**config.mk**
```make
export PLATFORM = sky130hd
export DESIGN_NAME = tvec_master
export DESIGN_NICKNAME = d
export VERILOG_FILES = /design/src/rtl/tvm_pkg.sv /design/src/rtl/tvm_classify.sv /design/src/rtl/tvm_attr_reg.sv /design/src/rtl/tvm_dphase.sv /design/src/rtl/tvec_master.sv
export SDC_FILE = /design/constraint.sdc
export NUM_CORES = 1
export LEC_CHECK = 0
export BUFFER_PORTS_ARGS = -buffer_cell sky130_fd_sc_hd__clkbuf_2
export CORE_MARGIN = 4
export CORE_UTILIZATION = 40
export CTS_BUF_LIST = sky130_fd_sc_hd__clkbuf_16
export DETAILED_ROUTE_END_ITERATION = 10
export HOLD_SLACK_MARGIN = 0.08
export PLACE_DENSITY = 0.74
export SYNTH_ARGS = -nofsm -noshare
export SYNTH_HDL_FRONTEND = slang
export SYNTH_SLANG_ARGS = --single-unit
```
**constraint.sdc**
```tcl
create_clock -name clk -period 1.81 [get_ports clk]
set_input_delay 0.0905 -clock clk [delete_from_list [all_inputs] [get_ports clk]]
set_output_delay 0.0905 -clock clk [all_outputs]
set_load 0.03 [all_outputs]
```
**src/rtl/tvm_pkg.sv**
```systemverilog
package tvm_pkg;

  // Vector type carried on the data bus in the current cycle
  typedef enum logic [2:0] {
    VT_NONE, VT_ADDR, VT_WR, VT_RD, VT_EXIT
  } vtype_t;

  // Meaning of the current vector after sequence analysis
  typedef enum logic [2:0] {
    K_NONE, K_ADDR, K_CTRL, K_TURN, K_WR, K_RD, K_EXIT
  } vkind_t;

  typedef struct packed {
    logic [1:0] size;
    logic       lock;
    logic [3:0] prot;
    logic       incr;
  } xattr_t;

  localparam logic [1:0] TR_IDLE   = 2'b00;
  localparam logic [1:0] TR_NONSEQ = 2'b10;
  localparam logic [1:0] TR_SEQ    = 2'b11;

  function automatic vtype_t pair_to_type(input logic [1:0] pair);
    case (pair)
      2'b11:   return VT_ADDR;
      2'b10:   return VT_WR;
      2'b01:   return VT_RD;
      default: return VT_EXIT;
    endcase
  endfunction

endpackage

```
**src/rtl/tvm_classify.sv**
```systemverilog
module tvm_classify
  import tvm_pkg::*;
#(
  parameter int TURN_N = 2,
  localparam int CW = $clog2(TURN_N + 1)
) (
  input  logic       clk,
  input  logic       rst_n,
  input  logic       start,
  input  logic       adv,
  input  logic [1:0] pair,
  output vkind_t     kind
);

  vtype_t        vt_q, vt_d;
  logic          prev_addr_q, prev_addr_d;
  logic [CW-1:0] skip_q, skip_d;
  logic          next_is_xfer;

  assign next_is_xfer = (pair == 2'b10) || (pair == 2'b01);

  // shared code resolved from the surrounding cycles
  always_comb begin
    case (vt_q)
      VT_ADDR: begin
        if (skip_q != '0)                      kind = K_TURN;
        else if (prev_addr_q && next_is_xfer)  kind = K_CTRL;
        else                                   kind = K_ADDR;
      end
      VT_WR:   kind = K_WR;
      VT_RD:   kind = K_RD;
      VT_EXIT: kind = K_EXIT;
      default: kind = K_NONE;
    endcase
  end

  always_comb begin
    vt_d        = vt_q;
    prev_addr_d = prev_addr_q;
    skip_d      = skip_q;
    if (start) begin
      vt_d        = VT_NONE;
      prev_addr_d = 1'b0;
      skip_d      = '0;
    end else if (adv) begin
      vt_d        = pair_to_type(pair);   // pipelined one cycle
      prev_addr_d = (kind == K_ADDR);
      case (kind)
        K_RD:    skip_d = CW'(TURN_N);
        K_TURN:  skip_d = skip_q - 1'b1;
        K_NONE:  skip_d = skip_q;
        default: skip_d = '0;
      endcase
    end
  end

  always_ff @(posedge clk or negedge rst_n) begin
    if (!rst_n) begin
      vt_q        <= VT_NONE;
      prev_addr_q <= 1'b0;
      skip_q      <= '0;
    end else begin
      vt_q        <= vt_d;
      prev_addr_q <= prev_addr_d;
      skip_q      <= skip_d;
    end
  end

endmodule

```
**src/rtl/tvm_attr_reg.sv**
```systemverilog
module tvm_attr_reg
  import tvm_pkg::*;
#(
  parameter int DW = 32
) (
  input  logic          clk,
  input  logic          rst_n,
  input  logic          load,
  input  logic [DW-1:0] cvec,
  output xattr_t        attr
);

  // word size, privileged data access, no cache, no buffer
  localparam xattr_t ATTR_RST = '{size: 2'b10, lock: 1'b0, prot: 4'b0011, incr: 1'b0};

  xattr_t attr_q, attr_d;
  logic   take;
  logic   unused_cvec;

  assign unused_cvec = ^{cvec[1], cvec[8], cvec[DW-1:11]};
  assign take = load && cvec[0];

  // field positions fixed by the tester's vector format
  always_comb begin
    attr_d = attr_q;
    if (take) begin
      attr_d.size = cvec[3:2];
      attr_d.lock = cvec[4];
      attr_d.prot = {cvec[10], cvec[9], cvec[6], cvec[5]};
      attr_d.incr = cvec[7];
    end
  end

  always_ff @(posedge clk or negedge rst_n) begin
    if (!rst_n) attr_q <= ATTR_RST;
    else if (take) attr_q <= attr_d;
  end

  assign attr = attr_q;

  assert_attr_hold_R7: assert property (@(posedge clk) disable iff (!rst_n)
    !(load && cvec[0]) |=> $stable(attr_q));

endmodule

```
**src/rtl/tvm_dphase.sv**
```systemverilog
module tvm_dphase #(
  parameter int DW = 32
) (
  input  logic          clk,
  input  logic          rst_n,
  input  logic          start,
  input  logic          adv,
  input  logic          issue,
  input  logic          issue_wr,
  input  logic [DW-1:0] wdata_in,
  input  logic [DW-1:0] rdata_in,
  input  logic          ready,
  output logic          stall,
  output logic [DW-1:0] wdata,
  output logic [DW-1:0] rdata_out,
  output logic          oe
);

  logic          act_q, act_d;
  logic          wr_q, wr_d;
  logic [DW-1:0] wd_q, wd_d;
  logic          wd_en;

  assign wd_en = adv && issue && issue_wr;

  always_comb begin
    act_d = act_q;
    wr_d  = wr_q;
    wd_d  = wd_q;
    if (start) begin
      act_d = 1'b0;
      wr_d  = 1'b0;
    end else if (adv) begin
      act_d = issue;
      wr_d  = issue_wr;
    end
    if (wd_en) wd_d = wdata_in;
  end

  always_ff @(posedge clk or negedge rst_n) begin
    if (!rst_n) begin
      act_q <= 1'b0;
      wr_q  <= 1'b0;
      wd_q  <= '0;
    end else begin
      act_q <= act_d;
      wr_q  <= wr_d;
      if (wd_en) wd_q <= wd_d;
    end
  end

  assign stall     = act_q && !ready;
  assign oe        = act_q && !wr_q;
  assign rdata_out = oe ? rdata_in : '0;
  assign wdata     = wd_q;

  assert_oe_after_read_R5: assert property (@(posedge clk) disable iff (!rst_n)
    oe |-> ($past(issue && !issue_wr) || $past(oe)));

endmodule

```
**src/rtl/tvec_master.sv**
```systemverilog
module tvec_master
  import tvm_pkg::*;
#(
  parameter int DW     = 32,
  parameter int AW     = 32,
  parameter int TURN_N = 2
) (
  input  logic          clk,
  input  logic          rst_n,
  input  logic          req_a,
  input  logic          req_b,
  output logic          ack,
  input  logic [DW-1:0] xd_in,
  output logic [DW-1:0] xd_out,
  output logic          xd_oe,
  output logic          bus_req,
  input  logic          bus_grant,
  output logic [1:0]    m_trans,
  output logic [AW-1:0] m_addr,
  output logic          m_write,
  output logic [2:0]    m_size,
  output logic [3:0]    m_prot,
  output logic          m_lock,
  output logic          m_incr_en,
  output logic [DW-1:0] m_wdata,
  input  logic [DW-1:0] m_rdata,
  input  logic          m_ready
);

  typedef enum logic [1:0] {S_NORM, S_WAIT, S_TEST} mode_t;

  mode_t         state_q, state_d;
  vkind_t        kind;
  xattr_t        attr;
  logic          stall, adv, start, in_test;
  logic          xfer_now, is_wr;
  logic [AW-1:0] addr_q, addr_d;
  logic          addr_ok_q, addr_ok_d;
  logic          prev_xfer_q, prev_xfer_d;
  logic          prev_wr_q, prev_wr_d;

  assign in_test = (state_q == S_TEST);
  assign adv     = in_test && !stall;
  assign start   = (state_q == S_WAIT) && bus_grant;

  // mode handshake
  always_comb begin
    state_d = state_q;
    case (state_q)
      S_NORM: if (req_a) state_d = S_WAIT;
      S_WAIT: begin
        if (!req_a)         state_d = S_NORM;
        else if (bus_grant) state_d = S_TEST;
      end
      S_TEST: if (adv && kind == K_EXIT) state_d = S_NORM;
      default: state_d = S_NORM;
    endcase
  end

  always_ff @(posedge clk or negedge rst_n) begin
    if (!rst_n) state_q <= S_NORM;
    else        state_q <= state_d;
  end

  tvm_classify #(.TURN_N(TURN_N)) i_classify (
    .clk   (clk),
    .rst_n (rst_n),
    .start (start),
    .adv   (adv),
    .pair  ({req_a, req_b}),
    .kind  (kind)
  );

  tvm_attr_reg #(.DW(DW)) i_attr (
    .clk   (clk),
    .rst_n (rst_n),
    .load  (adv && kind == K_CTRL),
    .cvec  (xd_in),
    .attr  (attr)
  );

  // transfers only once an address has been taken
  assign is_wr    = (kind == K_WR);
  assign xfer_now = in_test && addr_ok_q && (kind == K_WR || kind == K_RD);

  tvm_dphase #(.DW(DW)) i_dphase (
    .clk       (clk),
    .rst_n     (rst_n),
    .start     (start),
    .adv       (adv),
    .issue     (xfer_now),
    .issue_wr  (is_wr),
    .wdata_in  (xd_in),
    .rdata_in  (m_rdata),
    .ready     (m_ready),
    .stall     (stall),
    .wdata     (m_wdata),
    .rdata_out (xd_out),
    .oe        (xd_oe)
  );

  always_comb begin
    addr_d      = addr_q;
    addr_ok_d   = addr_ok_q;
    prev_xfer_d = prev_xfer_q;
    prev_wr_d   = prev_wr_q;
    if (start) begin
      addr_ok_d   = 1'b0;
      prev_xfer_d = 1'b0;
    end else if (adv) begin
      if (kind == K_ADDR) begin
        addr_d    = xd_in[AW-1:0];
        addr_ok_d = 1'b1;
      end
      prev_xfer_d = xfer_now;
      prev_wr_d   = is_wr;
    end
  end

  always_ff @(posedge clk or negedge rst_n) begin
    if (!rst_n) begin
      addr_q      <= '0;
      addr_ok_q   <= 1'b0;
      prev_xfer_q <= 1'b0;
      prev_wr_q   <= 1'b0;
    end else begin
      addr_q      <= addr_d;
      addr_ok_q   <= addr_ok_d;
      prev_xfer_q <= prev_xfer_d;
      prev_wr_q   <= prev_wr_d;
    end
  end

  // burst continuation only within one direction
  assign m_trans   = !xfer_now ? TR_IDLE :
                     (prev_xfer_q && (prev_wr_q == is_wr)) ? TR_SEQ : TR_NONSEQ;
  assign m_write   = xfer_now && is_wr;
  assign m_addr    = addr_q;
  assign m_size    = {1'b0, attr.size};
  assign m_prot    = attr.prot;
  assign m_lock    = attr.lock;
  assign m_incr_en = attr.incr;

  assign ack     = in_test && !stall;
  assign bus_req = (state_q != S_NORM);

  assert_ack_after_grant_R1: assert property (@(posedge clk) disable iff (!rst_n)
    ($rose(ack) && $past(state_q == S_WAIT)) |-> $past(bus_grant));

  assert_first_cycle_idle_R10: assert property (@(posedge clk) disable iff (!rst_n)
    ($past(state_q == S_WAIT) && in_test) |-> (m_trans == TR_IDLE));

  assert_stall_hold_R11: assert property (@(posedge clk) disable iff (!rst_n)
    stall |=> ($stable(m_addr) && $stable(m_trans) && $stable(m_write)));

  assert_seq_after_busy_R4: assert property (@(posedge clk) disable iff (!rst_n)
    (m_trans == TR_SEQ) |-> $past(m_trans != TR_IDLE));

endmodule

```
# Word-level counts from Yosys, hierarchy flattened
# Cells that the tools add are included.
[totals]
output_inout_bits = 111
inputBits = 70
regBits = 84
[classes]
mux = 26
n_bitwise = 1
addsub = 1
n_reduce_logical = 30
eq_ne = 20
[op_table]
columns = ["cell", "count"]
rows = [
  ["$mux W32", 1],
  ["$mux W2", 8],
  ["$logic_and A1 B1 Y1", 14],
  ["$eq A3 B2 Y1 const B", 4],
  ["$eq A3 B3 Y1 const B", 4],
  ["$pmux W2 S3", 2],
  ["$pmux W3 S4", 1],
  ["$mux W1", 10],
  ["$mux W3", 3],
  ["$pmux W3 S3", 1],
  ["$reduce_bool A2 Y1", 4],
  ["$eq A2 B2 Y1 const B", 3],
  ["$eq A3 B1 Y1 const B", 2],
  ["$reduce_and A2 Y1", 3],
  ["$reduce_and A3 Y1", 2],
  ["$eq A2 B1 Y1 const B", 2],
  ["$ne A2 B1 Y1 const B", 2],
  ["$logic_not A1 Y1", 3],
  ["$logic_not A3 Y1", 1],
  ["$ne A3 B3 Y1 const B", 1],
  ["$logic_not A2 Y1", 1],
  ["$logic_or A1 B1 Y1", 2],
  ["$ne A2 B2 Y1 const B", 1],
  ["$sub A2 B1 Y2 const B", 1],
  ["other kinds (2)", 2],
]

# Logic depth before layout (Yosys ltp)
# Gate-level depths: netlist (run 1).
[logic_depth]
ltp_word = 11
ltp_mapped = 7

# Modules after synthesis
# A second synthesis (run 1) with hierarchy kept.
[hier_totals]
hier_cells = 270
hier_area_um2 = 3945.0
[by_module_without_submodules]
columns = ["module", "cells_each", "area_each_um2", "seq_area_each_um2", "n_inst"]
rows = [
  ["tvec_master", 98, 1621.6, 925.9, 1],
  ["tvm_dphase", 111, 1620.3, 850.8, 1],
  ["tvm_classify", 44, 402.9, 150.1, 1],
  ["tvm_attr_reg", 17, 300.3, 203.9, 1],
]

# Worst setup path after synthesis (run 1)
# Ideal clock, no wire load.
[synth_timing]
path_kind = "reg2reg"
startpoint = "register state_q[0]"
endpoint = "register i_attr.attr_q (netlist bit i_attr.attr[0])"
arrival_time_ns = 1.680
slack_ns = 0.005
period_less_slack_ns = 1.805
n_path_buf = 1
t_required_ns = 1.685
setup_time_ns = 0.125
path_stages_with_launch = 6
cell_sequence = "dfrtp_1 -> and2b_2 -> o21ai_4 -> or4_1 -> buf_4 -> mux2_4"
[synth_via]
elab_chain_cells = 4
[synth_rtl]
columns = ["item", "line", "rtl"]
rows = [
  ["from (decl)", "tvec_master.sv:32", "mode_t state_q, state_d;"],
  ["from (signal assigned)", "tvec_master.sv:62", "else state_q <= state_d;"],
  ["$eq A2 B2 Y1", "tvec_master.sv:42", "assign in_test = (state_q == S_TEST);"],
  ["$logic_and A1 B1 Y1", "tvec_master.sv:43", "assign adv = in_test && !stall;"],
  ["$logic_and A1 B1 Y1", "tvec_master.sv:77", ".load (adv && kind == K_CTRL),"],
  ["$logic_and A1 B1 Y1", "tvm_attr_reg.sv:21", "assign take = load && cvec[0];"],
  ["to (signal assigned)", "tvm_attr_reg.sv:36", "else if (take) attr_q <= attr_d;"],
  ["to (decl)", "tvm_attr_reg.sv:16", "xattr_t attr_q, attr_d;"],
]
# Every way passes these cells.
# A chain may end at the register's enable or synchronous reset.

# Worst setup path in the final report (run 1)
[layout_timing]
startpoint = "register state_q[0]"
endpoint = "register addr_q[12], in the netlist m_addr[12]"
[layout_via]
elab_chain_cells = 4
elab_cells_between_ends = 6
cone_classes = "eq/ne: 2; bitwise: 1; reduce/logical: 3"
[layout_rtl]
columns = ["item", "line", "rtl"]
rows = [
  ["$eq A2 B1 Y1", "tvec_master.sv:44", "assign start = (state_q == S_WAIT) && bus_grant;"],
  ["$logic_and A1 B1 Y1", "tvec_master.sv:44", ""],
  ["$not A1 Y1 (no line)", "-", ""],
  ["$reduce_and A3 Y1 (no line) (*)", "-", ""],
  ["to (signal assigned)", "tvec_master.sv:127", "addr_q <= addr_d;"],
  ["to (decl)", "tvec_master.sv:37", "logic [AW-1:0] addr_q, addr_d;"],
]
# Every way passes the cells marked *; elsewhere a longest branch is shown, timed or not.

==> flow_summary.ini, run 1 <==
[worst_setup_path]
crit_arrival_ns = 2.07
worstSetupPathType = register to register
crit_buf_inv = 1
slowest_stage = a2111o_2
path_cells = and2b_2 -> o21ai_4 -> a2111o_2 -> buf_12 -> mux2_4
crit_fanout = 17
path_delay_family = compound AO/OA/AOI/OAI gates
cp-end-kind = register
cp_data_required_time_ns = 2.03
worstReg2RegStart = state_q[0]$_DFFE_PN0P_
cp_slowest_stage_delay_ns = 0.51
crit_start = state_q[0]$_DFFE_PN0P_
cp-start-kind = register

[timing]
setup_viol = 36
hold_viol_final = 0
slew_violations = 0
clock.fmax_ghz = 0.540
rsz0062_at_grt = true
period_share = 1.02
fin_ws_ns = -0.0430
skew_ns = 0.00484
min_period_ns = 1.85
whs_ns = 0.200

[routing]
drtIter0Drc = 88
ant_nets = 0
avgViaCountPerCell = 4.82
firstDrtPassIters = 4
finalWirelength_um = 10000
wl_per_cell_um = 16.5
remaining_drc_errors = 0
num_vias = 2928

[die]
die_y_um = 105
num_rows = 35
die_x_um = 105
coreArea_mm2 = 0.00915
start_util = 0.409
pin_count = 181
fp.dieArea_mm2 = 0.0110

[clocking]
htree_levels = 3
cts-root-buf = clkbuf_16
cts_tree = done
cts.path.max_buffers = 2
clock_latency_ns = 0.33
cts_buffers = 9
clk_transition_reported_paths_ns = 0.07
clock_sinks = 84

[global_route]
grt_pass1_vias = 3141
grt_max_degree = 63
grt.total_usage = 0.182
grt_overflow = 0
grt_pass1_wl_um = 15900
grt_antenna_before_repair = 0

[hold_path]
holdCritPathClass = input port to asynchronous set/reset pin

[synthesis]
synth_top_area_cell = dfrtp_1
yosysTopAreaCellShare = 0.542
synth-seq-cells = 84
yosys_warnings = 0
syn_inst = 262
synthMuxAreaShare = 0.255
avgSynthCellArea_um2 = 14.3
syn_area_mm2 = 0.00374
synth_xor_area_frac = 0.00468
synthAdderAreaFrac = 0.0134
ys_top_cells_by_area = dfrtp_1 54%, mux2_4 14%, mux2_2 10%, and2_1 5.3%, dfstp_2 2.1%
synth_cell_type_count = 36
synth_top_family_by_area = multiplexers
synth_compound_area_frac = 0.0308
syn_nets = 336
ys_seq_area_frac = 0.563
synthSimpleGateAreaFrac = 0.0946

[cells_and_area]
layout-drive-gt1-share = 0.594
areaGrowthSynthToFinish_pct = 49.5
diodes = 0
nets = 566
fillers = 708
regArea_mm2 = 0.00211
multi_input_area_mm2 = 0.00151

[place]
port_buffers = 179
gp_congestion = 0.789
hpwlAfterDp_um = 6970

[pwr]
power_density_mw_per_mm2 = 1130
p_leak_nw = 3.17
swShare = 0.339
ir_worst_vdd_uv = 668
p_total_mw = 6.31
pwr-share-seq = 0.392
p_clk_frac = 0.294
intPower_mw = 4.17
p_sw_mw = 2.14
pwr-share-comb = 0.314

[flow_run]
drv_cap = 0

[outcome]
failed_checks = setup timing
status = finished with violations
[power groups by stage]
stage / Clock, mW / Combinational [mW] / Sequential (mW)
2_1_floorplan: 0 / 0.702 / 3.05
3_3_place_gp: 0 / 1.87 / 2.49
3_5_place_dp: 0 / 1.92 / 2.48
4_1_cts: 1.89 / 1.99 / 2.47
5_1_grt: 1.99 / 2.10 / 2.51
6_report: 1.86 / 1.98 / 2.47
[final cells by class]
cell class | instances | share of cell area
Clock buffer | 9 | 0.0403
Clock inverter | 7 | 0.0134
Sequential cell | 84 | 0.376
Multi-Input combinational cell | 155 | 0.270
Timing Repair Buffer | 233 | 0.269
Inverter | 9 | 0.00604
Tap cell | 111 | 0.0248
[cells in the final DEF (no fill, tap or decap), drive strengths merged, types with 3 or more instances in the layout]
master / instances
clkbuf: 188
dfrtp: 81
mux2: 72
dlygate4sd3: 36
and2: 32
buf: 18
inv: 13
nor2: 8
nand2: 6
ha: 4
a21o: 3
a21oi: 3
dfstp: 3
nor3: 3
nand3: 3
[state kept, by name, indices dropped and copies added, names as in the netlist]
signal and count:
i_classify.skip_q 2, i_classify.prev_addr_q 1, addr_ok_q 1, i_dphase.wr_q 1
state_q 2, i_classify.vt_q 3, prev_wr_q 1, i_dphase.act_q 1
i_dphase.wdata 32, m_addr 32, i_attr.attr 8
[synthesized netlist by cell type]
cell type and instances:
o41ai_1 1, o21ai_0 1, mux2_2 34, a2111o_1 1
ha_1 4, a22o_1 2, a21o_1 3, conb_1 1
or2_2 2, mux2i_1 1, mux2_1 2, nor3_1 2
nor3b_1 1, nand2_1 6, buf_4 6, mux2_4 36
buf_2 1, inv_1 9, xnor2_1 2, or4_1 1
and2_1 32, nor3_2 1, a21oi_1 3, dfstp_2 3
o21ai_4 1, and2b_2 1, dfrtp_1 81, a21bo_2 1
nor2_1 8, nor2b_1 1, a31o_2 1, nand2b_1 1
buf_6 4, clkbuf_1 3, nor4b_1 2, nand3_1 3
[cell families after synthesis]
family / count (synthesis)
DFF: 84
other: 1
adders and majority gates: 4
xor gates and xnor gates: 2
buffers and inverters: 23
muxes: 73
AOI/OAI and AO/OA: 14
and+or+nand+nor: 61
[per-layer routing]
metal  vias to the layer above  GRT usage  routed length, um
li1                       1351          -                  -
met1                      1431      0.203               3830
met2                       134      0.332               5300
met3                        12     0.0500                690
met4                         0     0.0609                179
met5                         -          0                  0
[worst reg2reg max path, cell delays in order, from the launching register on]
cell      delay [ns]
dfrtp_1         0.38
and2b_2         0.27
o21ai_4         0.08
a2111o_2        0.51
buf_12          0.19
mux2_4          0.31
[worst paths after layout]
check	end	slack, ns	depth (start not counted)
hold reg to reg	i_dphase.wr_q$_DFFE_PN0P_	0.48	1
min in group clk	i_classify.vt_q[2]$_DFFE_PN0P_	0.22	4
hold / removal	i_dphase.wdata[7]$_DFFE_PN0P_	0.20	2
max in group asynchronous	i_classify.vt_q[0]$_DFFE_PN0P_	0.96	3
setup / recovery	m_addr[12]$_DFFE_PN0P_	-0.04	5
setup reg to reg	m_addr[12]$_DFFE_PN0P_	-0.04	5
[through the flow]
stage                     cells  setup TNS [ns]  worst slack (ns)  utilization  instance area (um2)
after detailed placement    552           -1.02           -0.0388        0.528                 4840
after floorplan             262               0           0.00456            -                 3740
after global routing        608           -3.28           -0.0746        0.611                 5590
after CTS                   604          -0.658           -0.0316        0.602                 5510
final                       608          -0.935           -0.0430        0.611                 5590
after global placement      552               0           0.00750        0.528                 4840
[repair_timing]
action	in CTS	in global routing
gates cloned	0	3
pin swaps	2	0
setup endpoints to repair	38	71
hold buffers	36	0
resized for setup	3	6
setup buffers	0	1
hold endpoints to repair	158	0
(Power assumes the default switching activity.)
==> inputs of run 2 (changes only) <==
- ABC_CLOCK_PERIOD_IN_PS: default -> 1810
- TNS_END_PERCENT: default -> 5
==> run 2 against run 1 <==
- the run still ends with setup timing left
- clock skew barely moved
- design area fell by 1.5%
- clock power barely moved
- first-iteration DRC count rose by 5.7%
- worst hold slack improved by 0.0037 ns
- worst setup slack got worse by 0.00075 ns
==> flow_summary.ini, run 2 (synthesis results as in run 1) <==
[clocking]
postCtsSetupRepairBufs = 0
cts.path.max_buffers = 2
cts_tree = done
clock_sinks = 84
cts_buffers = 9
htree_levels = 3
clock_latency_ns = 0.33
clk_transition_reported_paths_ns = 0.06
cts-root-buf = clkbuf_16

[worst_setup_path]
crit_start = state_q[0]$_DFFE_PN0P_
crit_arrival_ns = 2.07
crit_fanout = 17
cp-end-kind = register
worstSetupPathType = register to register
path_cells = and2b_2 -> o21ai_4 -> a2111o_2 -> buf_12 -> mux2_4
slowest_stage = a2111o_2
path_delay_family = compound AO/OA/AOI/OAI gates
cp-start-kind = register
cp_num_cells = 5
cp_slowest_stage_delay_ns = 0.51
cp_data_required_time_ns = 2.03
worstReg2RegStart = state_q[0]$_DFFE_PN0P_
crit_buf_inv = 1
r2r_cells = 5

[die]
start_util = 0.409
coreArea_mm2 = 0.00915
num_rows = 35
die_y_um = 105
die_x_um = 105
fp.dieArea_mm2 = 0.0110
pin_count = 181

[global_route]
grt_overflow = 0
grt_antenna_before_repair = 0
grt_pass1_wl_um = 15900
grt_pass1_vias = 3141
grt.total_usage = 0.182
grt_max_degree = 63

[place]
gp_congestion = 0.789
hpwlAfterDp_um = 6970
port_buffers = 179
dp_cells = 552

[routing]
drtIter0Drc = 93
num_vias = 2899
finalWirelength_um = 9710
avgViaCountPerCell = 4.80
remaining_drc_errors = 0
wl_per_cell_um = 16.1
firstDrtPassIters = 4
ant_nets = 0

[cells_and_area]
diodes = 0
areaGrowthSynthToFinish_pct = 47.2
mostFrequentLayoutCell = clkbuf_2
layout_common_cells = 177 x clkbuf_2, 81 x dfrtp_1, 36 x mux2_4, 36 x dlygate4sd3_1, 34 x mux2_2
layout-drive-gt1-share = 0.590
instances_no_fill = 604
fillers = 717
nets = 562

[timing]
slew_violations = 0
setup_viol = 37
tns_ns = -0.989
min_period_ns = 1.85
fin_ws_ns = -0.0437
period_share = 1.02
rsz0062_at_grt = true
hold_viol_final = 0
clock.fmax_ghz = 0.539
skew_ns = 0.00472

[outcome]
status = finished with violations
failed_checks = setup timing

[pwr]
ir_worst_vdd_uv = 666
power_density_mw_per_mm2 = 1140
p_leak_nw = 3.14

[hold_path]
holdCritPathClass = input port to asynchronous set/reset pin

[flow_run]
drv_cap = 0
## run 2: changes by cell type in the layout (fill, tap and decap cells not counted), sizes merged
cell,previous run,this run
clkbuf,188,186
buf,18,16
## run 2: path summary, 6_finish.rpt
check | to | slack, ns
worst min-delay path | i_dphase.wdata[7]$_DFFE_PN0P_ | 0.20
max in group asynchronous | i_classify.vt_q[0]$_DFFE_PN0P_ | 0.96
min in group clk | i_classify.vt_q[2]$_DFFE_PN0P_ | 0.23
worst min register to register | i_dphase.wr_q$_DFFE_PN0P_ | 0.48
worst max-delay path | m_addr[12]$_DFFE_PN0P_ | -0.04
worst max register to register | m_addr[12]$_DFFE_PN0P_ | -0.04
## run 2: stage by stage
stage	utilization	cell area [um2]	total power [mW]	setup slack, ns	hold slack, ns
finish	0.602	5510	6.30	-0.0437	0.204
global route	0.602	5510	6.60	-0.0746	0.241
CTS	0.602	5510	6.34	-0.0316	0.199
detailed placement	0.528	4840	4.41	-0.0388	0.0120
global placement	0.528	4840	4.36	0.00750	0.0119
floorplan	-	3740	3.75	0.00456	-0.205
## run 2: timing repair
| item | in CTS | in global routing |
|---|---|---|
| hold buffers | 36 | 0 |
| pin swaps | 2 | 0 |
| endpoints found under the hold margin | 158 | 0 |
| endpoints found under the setup margin | 38 | 71 |
| resized for setup | 3 | 2 |
## run 2: metal layers
| metal | vias to the layer above | GRT usage | share of wire |
|---|---|---|---|
| li1 | 1342 | - | - |
| met2 | 131 | 0.332 | 0.53 |
| met5 | - | 0 | 0 |
| met1 | 1412 | 0.203 | 0.39 |
| met4 | 0 | 0.0609 | 0.020 |
| met3 | 14 | 0.0500 | 0.068 |
## run 2: report_power, final
part	leakage, nW	total (mW)	internal [mW]	switching (mW)
registers	1.13	2.47	2.24	0.235
clock network	0.150	1.84	1.08	0.764
logic	1.86	1.98	0.850	1.13
total	3.14	6.30	4.17	2.13
## run 2: area by class of cell
cell class | count | area, um2 | area share
well taps | 111 | 139 | 0.0252
clock buffers | 9 | 225 | 0.0409
clock inverters | 7 | 75.1 | 0.0136
repair buffers | 229 | 1420 | 0.258
flip-flops and latches | 84 | 2110 | 0.382
multi-input cells | 155 | 1510 | 0.274
inverters | 9 | 33.8 | 0.00613
==> inputs of run 3 (changes only) <==
- CORE_UTILIZATION: 40 -> 25
- PLACE_DENSITY: 0.74 -> default
==> run 3 against run 2 <==
- the run still ends with setup timing left
- worst setup slack improved by 0.027 ns
- clock power decreased by 12%
- clock-buffer cell count unchanged
- utilization decreased by 22 points
- non-clock buffer count increased by 2
- wire length decreased by 2.4%
- global-route usage decreased by 7.1 points
- fmax increased by 1.5%
- clock skew increased by 0.0011 ns
- critical path depth unchanged
- largest cell class unchanged
- highest routed layer unchanged
==> flow_summary.ini, run 3 (synthesis results as in run 1) <==
[die]
fp.dieArea_mm2 = 0.0170
die_y_um = 130
start_util = 0.257
num_rows = 44
die_x_um = 130
pin_count = 181
coreArea_mm2 = 0.0146

[global_route]
grt_pass1_wl_um = 14800
grtUsageMet2 = 0.192
grt_pass1_vias = 3018
grt.total_usage = 0.111
globalRouteMet3Util = 0.0438
use_met1 = 0.127
grt_max_degree = 44
grt_antenna_before_repair = 0
grt_overflow = 0
grt_busiest_layer = met2

[clocking]
clk_transition_reported_paths_ns = 0.06
cts-root-buf = clkbuf_16
cts_buffers = 9
cts.path.max_buffers = 2
clock_sinks = 84
clock_latency_ns = 0.33
cts_tree = done
htree_levels = 3

[pwr]
p_leak_nw = 3.13
power_density_mw_per_mm2 = 1090
ir_worst_vdd_uv = 580
p_total_mw = 6.07

[timing]
slew_violations = 0
period_share = 1.01
setup_viol = 15
whs_ns = 0.180
tns_ns = -0.159
fin_ws_ns = -0.0172
hold_viol_final = 0
min_period_ns = 1.83
clock.fmax_ghz = 0.547
skew_ns = 0.00582
rsz0062_at_grt = true

[place]
place_ws_ns = -0.00958
gp_congestion = 0.825
hpwlAfterDp_um = 6930
port_buffers = 179
dp_cells = 627
placed_area_mm2 = 0.00495

[hold_path]
holdCritPathClass = input port to asynchronous set/reset pin

[cells_and_area]
areaGrowthSynthToFinish_pct = 49.3
finish.utilization = 0.383
fin_area_mm2 = 0.00559
diodes = 0
mostFrequentLayoutCell = clkbuf_2
instances_no_fill = 679
layout-drive-gt1-share = 0.586
nets = 564
layout_common_cells = 175 x clkbuf_2, 81 x dfrtp_1, 36 x mux2_4, 36 x dlygate4sd3_1, 34 x mux2_2

[worst_setup_path]
crit_fanout = 20
worstSetupPathType = register to register
cp-start-kind = register
cp-end-kind = register
crit_arrival_ns = 2.04
cp_data_required_time_ns = 2.02

[routing]
ant_nets = 0
avgViaCountPerCell = 4.18
remaining_drc_errors = 0
num_vias = 2839
drtIter0Drc = 76
wl_per_cell_um = 14.0
finalWirelength_um = 9480
firstDrtPassIters = 6

[flow_run]
drv_cap = 0

[outcome]
status = finished with violations
failed_checks = setup timing
==> run 3: changes by cell type in the layout (fill, tap and decap cells not counted), sizes merged <==
| cell | previous run | this run |
|---|---|---|
| buf | 16 | 18 |
| bufinv | 1 | 0 |
| clkinv | 1 | 6 |
| clkinvlp | 1 | 0 |
| inv | 13 | 10 |
==> run 3: worst max-delay path, cell delays in order, from the launching register on <==
cell      delay, ns
dfrtp_1        0.37
and2b_2        0.26
o21ai_4        0.07
a2111o_2       0.50
buf_12         0.20
mux2_4         0.30
==> run 3: path summary, 6_finish.rpt <==
check,start,to,slack (ns),cells after the start
setup / recovery,state_q[0]$_DFFE_PN0P_,m_addr[6]$_DFFE_PN0P_,-0.02,5
hold / removal,rst_n,m_addr[15]$_DFFE_PN0P_,0.18,2
setup reg to reg,state_q[0]$_DFFE_PN0P_,m_addr[6]$_DFFE_PN0P_,-0.02,5
hold reg to reg,i_dphase.wr_q$_DFFE_PN0P_,i_dphase.wr_q$_DFFE_PN0P_,0.48,1
max in group asynchronous,rst_n,m_addr[30]$_DFFE_PN0P_,1.06,3
min in group clk,req_b,i_classify.vt_q[2]$_DFFE_PN0P_,0.25,4
==> run 3: area by class of cell <==
type | count | area, um2
fill | 1412 | 9000
sequential | 84 | 2110
multi-input combinational | 155 | 1510
timing repair buffer | 231 | 1450
tap | 184 | 230
clock buffer | 9 | 225
clock inverter | 7 | 35.0
inverter | 9 | 33.8
==> run 3: power breakdown <==
group	leakage, nW	switching [mW]	internal (mW)	total [mW]
Clock	0.135	0.715	0.910	1.62
Combinational	1.87	1.11	0.856	1.97
Sequential	1.13	0.232	2.24	2.47
Total	3.13	2.06	4.01	6.07
==> run 3: what timing repair did <==
action / in CTS / in global routing
buffers inserted: 0 / 0
gates resized for setup: 1 / 6
hold buffers: 36 / 0
pin swaps: 0 / 1
hold endpoints to repair: 155 / 0
endpoints found under the setup margin: 23 / 75
==> run 3: metal layers <==
metal,up-vias,share of wire
li1,1340,-
met1,1366,0.40
met2,122,0.49
met3,11,0.097
met4,0,0.011
met5,-,0
